### config.mk
export PLATFORM = sky130hd
export DESIGN_NAME = escal_wdog
export DESIGN_NICKNAME = d
export VERILOG_FILES = /design/src/rtl/escal_wdog_pkg.sv /design/src/rtl/escal_wdog_bus.sv /design/src/rtl/escal_wdog_core.sv /design/src/rtl/escal_wdog.sv
export SDC_FILE = /design/constraint.sdc
export NUM_CORES = 1
export LEC_CHECK = 0
export BUFFER_PORTS_ARGS = -buffer_cell sky130_fd_sc_hd__buf_2
export CORE_MARGIN = 10
export CORE_UTILIZATION = 41
export DETAILED_ROUTE_END_ITERATION = 10
export PLACE_DENSITY_LB_ADDON = 0.25
export SLEW_MARGIN = 20
export SYNTH_ARGS = -nofsm -noshare
export SYNTH_HDL_FRONTEND = slang
export SYNTH_HIERARCHICAL = 1
export SYNTH_SLANG_ARGS = --single-unit
### constraint.sdc
create_clock -name clk -period 4.51 [get_ports clk]
set_input_delay 0.6765 -clock clk [delete_from_list [all_inputs] [get_ports clk]]
set_output_delay 0.6765 -clock clk [all_outputs]
set_load 0.005 [all_outputs]
### src/rtl/escal_wdog_pkg.sv
package escal_wdog_pkg;
  localparam int unsigned CNT_W    = 64;
  localparam int unsigned PERIOD_W = 32;
  localparam int unsigned DATA_W   = 32;
  localparam int unsigned ADDR_W   = 12;

  localparam logic [ADDR_W-1:0] A_CTL    = 12'h000;
  localparam logic [ADDR_W-1:0] A_PERIOD = 12'h008;
  localparam logic [ADDR_W-1:0] A_DL_LO  = 12'h010;
  localparam logic [ADDR_W-1:0] A_DL_HI  = 12'h014;
  localparam logic [ADDR_W-1:0] A_KICK   = 12'h000;
  localparam logic [ADDR_W-1:0] A_IDENT  = 12'hFCC;

  typedef struct packed {
    logic hist2;
    logic st1;
    logic en;
  } ctl_word_t;

  // Deadline = now + period, modulo 2^CNT_W.
  function automatic logic [CNT_W-1:0] next_deadline(
    input logic [CNT_W-1:0]    now,
    input logic [PERIOD_W-1:0] period);
    return now + {{(CNT_W-PERIOD_W){1'b0}}, period};
  endfunction

  // Unsigned comparison, so a missed deadline is still seen.
  function automatic logic deadline_hit(
    input logic [CNT_W-1:0] now,
    input logic [CNT_W-1:0] deadline);
    return now >= deadline;
  endfunction
endpackage

### src/rtl/escal_wdog_bus.sv
module escal_wdog_bus
  import escal_wdog_pkg::*;
#(
  parameter logic [DATA_W-1:0] ID_VALUE = 32'h0A5D_1001
) (
  input  logic                sel_ctl,
  input  logic                sel_kick,
  input  logic                wr_en,
  input  logic                rd_en,
  input  logic [ADDR_W-1:0]   addr,
  input  ctl_word_t           status,
  input  logic [PERIOD_W-1:0] period,
  input  logic [CNT_W-1:0]    deadline,
  output logic                wr_ctl,
  output logic                wr_period,
  output logic                wr_kick,
  output logic [DATA_W-1:0]   rdata
);
  localparam int unsigned PAD_W = DATA_W - $bits(ctl_word_t);

  assign wr_ctl    = wr_en && sel_ctl && (addr == A_CTL);
  assign wr_period = wr_en && sel_ctl && (addr == A_PERIOD);
  assign wr_kick   = wr_en && sel_kick && !sel_ctl && (addr == A_KICK);

  always_comb begin
    rdata = '0;
    if (rd_en && sel_ctl) begin
      case (addr)
        A_CTL:    rdata = {{PAD_W{1'b0}}, status};
        A_PERIOD: rdata = period;
        A_DL_LO:  rdata = deadline[DATA_W-1:0];
        A_DL_HI:  rdata = deadline[CNT_W-1:DATA_W];
        A_IDENT:  rdata = ID_VALUE;
        default:  rdata = '0;
      endcase
    end else if (rd_en && sel_kick) begin
      if (addr == A_IDENT) rdata = ID_VALUE;
    end
  end
endmodule

### src/rtl/escal_wdog_core.sv
module escal_wdog_core
  import escal_wdog_pkg::*;
(
  input  logic                clk,
  input  logic                rst_n,
  input  logic                por_n,
  input  logic [CNT_W-1:0]    sys_cnt,
  input  logic                wr_ctl,
  input  logic                wr_period,
  input  logic                wr_kick,
  input  logic [DATA_W-1:0]   wdata,
  output logic                en_q,
  output logic                st1_q,
  output logic                st2_q,
  output logic                hist2_q,
  output logic [PERIOD_W-1:0] period_q,
  output logic [CNT_W-1:0]    deadline_q,
  output logic                refresh_evt,
  output logic                expire_evt,
  output logic                escalate_evt
);
  logic [PERIOD_W-1:0] period_nxt;
  logic                en_nxt;
  logic                hit;

  assign refresh_evt  = wr_ctl || wr_period || wr_kick;
  assign period_nxt   = wr_period ? wdata[PERIOD_W-1:0] : period_q;
  assign en_nxt       = wr_ctl ? wdata[0] : en_q;
  assign hit          = deadline_hit(sys_cnt, deadline_q);
  assign expire_evt   = en_q && !refresh_evt && hit && !st1_q;
  assign escalate_evt = en_q && !refresh_evt && hit && st1_q;

  always_ff @(posedge clk or negedge rst_n) begin
    if (!rst_n) begin
      en_q       <= 1'b0;
      period_q   <= '0;
      deadline_q <= '0;
      st1_q      <= 1'b0;
      st2_q      <= 1'b0;
    end else begin
      en_q     <= en_nxt;
      period_q <= period_nxt;
      if (refresh_evt) begin
        deadline_q <= next_deadline(sys_cnt, period_nxt);
        st1_q      <= 1'b0;
      end else if (expire_evt) begin
        deadline_q <= next_deadline(sys_cnt, period_q);
        st1_q      <= 1'b1;
      end
      if (escalate_evt) st2_q <= 1'b1;
      if (!en_nxt) begin
        st1_q <= 1'b0;
        st2_q <= 1'b0;
      end
    end
  end

  // History of a second-stage event; only power-on reset clears it.
  always_ff @(posedge clk or negedge por_n) begin
    if (!por_n)            hist2_q <= 1'b0;
    else if (escalate_evt) hist2_q <= 1'b1;
  end
endmodule

### src/rtl/escal_wdog.sv
module escal_wdog
  import escal_wdog_pkg::*;
#(
  parameter logic [31:0] ID_VALUE = 32'h0A5D_1001
) (
  input  logic        clk,
  input  logic        por_n,
  input  logic        wrst_n,
  input  logic [63:0] sys_cnt,
  input  logic        sel_ctl,
  input  logic        sel_kick,
  input  logic        wr_en,
  input  logic        rd_en,
  input  logic [11:0] addr,
  input  logic [31:0] wdata,
  output logic [31:0] rdata,
  output logic        stage1_o,
  output logic        stage2_o
);
  logic                rst_n;
  logic                wr_ctl, wr_period, wr_kick;
  logic                en_q, st1_q, st2_q, hist2_q;
  logic [PERIOD_W-1:0] period_q;
  logic [CNT_W-1:0]    deadline_q;
  logic                refresh_evt, expire_evt, escalate_evt;
  ctl_word_t           status;

  assign rst_n  = por_n && wrst_n;
  assign status = '{hist2: hist2_q, st1: st1_q, en: en_q};

  escal_wdog_bus #(.ID_VALUE(ID_VALUE)) u_bus (
    .sel_ctl   (sel_ctl),
    .sel_kick  (sel_kick),
    .wr_en     (wr_en),
    .rd_en     (rd_en),
    .addr      (addr),
    .status    (status),
    .period    (period_q),
    .deadline  (deadline_q),
    .wr_ctl    (wr_ctl),
    .wr_period (wr_period),
    .wr_kick   (wr_kick),
    .rdata     (rdata)
  );

  escal_wdog_core u_core (
    .clk          (clk),
    .rst_n        (rst_n),
    .por_n        (por_n),
    .sys_cnt      (sys_cnt),
    .wr_ctl       (wr_ctl),
    .wr_period    (wr_period),
    .wr_kick      (wr_kick),
    .wdata        (wdata),
    .en_q         (en_q),
    .st1_q        (st1_q),
    .st2_q        (st2_q),
    .hist2_q      (hist2_q),
    .period_q     (period_q),
    .deadline_q   (deadline_q),
    .refresh_evt  (refresh_evt),
    .expire_evt   (expire_evt),
    .escalate_evt (escalate_evt)
  );

  assign stage1_o = st1_q;
  assign stage2_o = st2_q;
endmodule

==> reports/summary.json <==
{
  "outcome": "finished, final reports clean",
  "slew_headroom_pct": 49.6,
  "grt_use_total_pct": 21.3,
  "worst-endpoint-required_ps": 4740,
  "crit_path_max_fanout": 17,
  "critPathLaunchType": "input pin",
  "final_net_count": 1468,
  "vdd.ir_drop.worst_mv": 0.177,
  "critPathBufInv": 3,
  "end_kind": "flop",
  "total_vias_in_the_final_route": 8661,
  "h-tree-depth": 3,
  "numClockSinks": 100,
  "critPathSlowestCell": "or4_4",
  "power_leakage_uw": 0.00530,
  "synthesis.area_um2": 9160,
  "antennaDiodeCount": 0,
  "pin_count_of_the_biggest_net_entering_global_routing": 78,
  "grt_first_pass_wirelength_um": 48300,
  "drtAntennaViolNets": 0,
  "setup_repair_after_global_routing_missed_its_margin": "yes",
  "postCtsHoldBufs": 0,
  "power_density_nw_per_um2": 273,
  "areaGrowthSynthToFinish_pct": 23.8,
  "max_cap_viol_count": 0,
  "rrSetupSlack_ps": 970,
  "dpl-instance-area_um2": 11000,
  "fp.dieW_um": 169,
  "placementRows": 54,
  "pin_count": 149,
  "tritoncts.num_buffers": 9,
  "timing.critical_path.arrival_ps": 4650,
  "cp.depth": 16,
  "hold_wc_path_type": "in -> async",
  "layout.cell_area.non_filler_um2": 11300,
  "netlist_instances": 1016,
  "tightest_slew_ps": 754,
  "die-height_um": 169,
  "hold_slack_ps": 86.5,
  "crit_path_start": "addr[9]",
  "final_max_slew_viol_count": 0,
  "place_congestion": 0.933,
  "layout.cells.most_common": "buf_2",
  "overflow": 0,
  "rr_startpoint": "u_core/deadline_q[19]$_DFFE_PN0P_",
  "drive_gt1_share_pct": 30.5,
  "cts-root-to-sink-buffers": 2,
  "final_report_hold_violation_count": 0,
  "drt_iter0_drc": 623,
  "worst_skew_pair.late_latency_ps": 360,
  "timing.setup.critical_path_class": "in -> reg",
  "area_inside_the_core_boundary_um2": 21900,
  "clockRootBuffer": "clkbuf_16",
  "totalWireLength_um": 31500,
  "drt-wirelength-per-cell_um": 20.5,
  "worst_path_largest_cell_delay_ps": 580,
  "critical_path.cell_chain": "buf_2 > or4_4 > nor2_8 > and4_2 > buf_8 > mux2_2 > ha_1 > nand2_1 > or3_1 > or2_2 > nor4_4 > nor2_1 > o21ai_0 > buf_4 > xnor2_1 > mux2i_1",
  "mappedNetlistNets": 1228,
  "vias_per_cell": 5.62,
  "drc_errors_left": 0,
  "grt_antenna_before_repair": 0,
  "clk_pin_slew_ps": 80,
  "achievable-frequency_mhz": 227,
  "synth_warnings": 6,
  "layout.cells.most_common_list": "148 x buf_2, 112 x buf_4, 100 x dfrtp_1",
  "initial_utilization_pct": 41.8,
  "finClkSkew_ps": 12.6,
  "timing.reg2reg.worst_path_depth": 11,
  "first_global_vias": 8699,
  "average_instance_area_after_synthesis_um2": 9.01,
  "period_needed_ps": 4410,
  "place.port_buffers": 148,
  "min_period_over_period_pct": 97.8,
  "worst_path_dominant_cell_family": "simple AND/OR/NAND/NOR gates",
  "reg2reg_to": "u_core/deadline_q[50]$_DFFE_PN0P_",
  "die-area_um2": 28700,
  "final-setup-viol-count": 0,
  "drt_first_pass_iters": 5,
  "detailedPlacementHpwl_um": 25300,
  "worstSetupEndpoint": "u_core/deadline_q[35]$_DFFE_PN0P_",
  "cts_tree": "yes"
}
per-layer routing:
layer	vias to the layer above	part of all wire, %	wire length [um]	global-route usage [%]
met1	4139	46	14400	28.1
met5	-	0	0	0
met4	0	3.8	1200	8.78
met3	51	6.1	1910	4.63
met2	270	45	14100	33.1
li1	4201	-	-	-
how the worst min path moves through the flow:
stage	start	endpoint	slack, ps	cells after the start
final	por_n	u_core/hist2_q$_DFFE_PN0P_	90	1
after detailed placement	por_n	u_core/hist2_q$_DFFE_PN0P_	460	1
after CTS	por_n	u_core/hist2_q$_DFFE_PN0P_	80	1
after global placement	u_core/hist2_q$_DFFE_PN0P_	u_core/hist2_q$_DFFE_PN0P_	450	1
after global routing	por_n	u_core/hist2_q$_DFFE_PN0P_	80	1
after floorplan	por_n	u_core/hist2_q$_DFFE_PN0P_	380	0
power breakdown:
group	switching (uW)	leakage [uW]	internal, uW
Sequential	163	0.00124	1080
Clock	374	0.000142	431
Combinational	575	0.00392	469
timing repair:
| item | 4_1_cts | 5_1_grt |
|---|---|---|
| gates resized for setup | 0 | 10 |
| buffers inserted | 0 | 1 |
| setup endpoints to repair | 0 | 22 |
| endpoints found under the hold margin | 0 | 0 |
state kept, by name, indices dropped and copies added (netlist names):
name / cells
u_core/deadline_q: 64
u_core/period_q: 32
u_core/en_q: 1
u_core/hist2_q: 1
u_core/st1_q: 1
u_core/st2_q: 1
metrics by stage:
stage               cells  power, uW  setup TNS, ps  worst slack (ps)  util [%]
finish               1541       3090              0              98.2      51.8
global route         1541       3290          -54.6             -31.7      51.8
CTS                  1539       3100              0              50.9      51.4
detailed placement   1523       2280          -7290              -324      50.1
global placement     1523       2250          -4980              -230      50.1
floorplan            1016       1870          -1900              -126         -
area by class of cell:
class | instances | area (um2)
fill | 2123 | 10600
clock buffer | 10 | 229
sequential | 100 | 2500
tap | 280 | 350
timing repair buffer | 265 | 1680
multi-input combinational | 789 | 6160
inverter | 91 | 342
clock inverter | 6 | 65.1
Note: power is estimated with default switching activity, not from simulation.
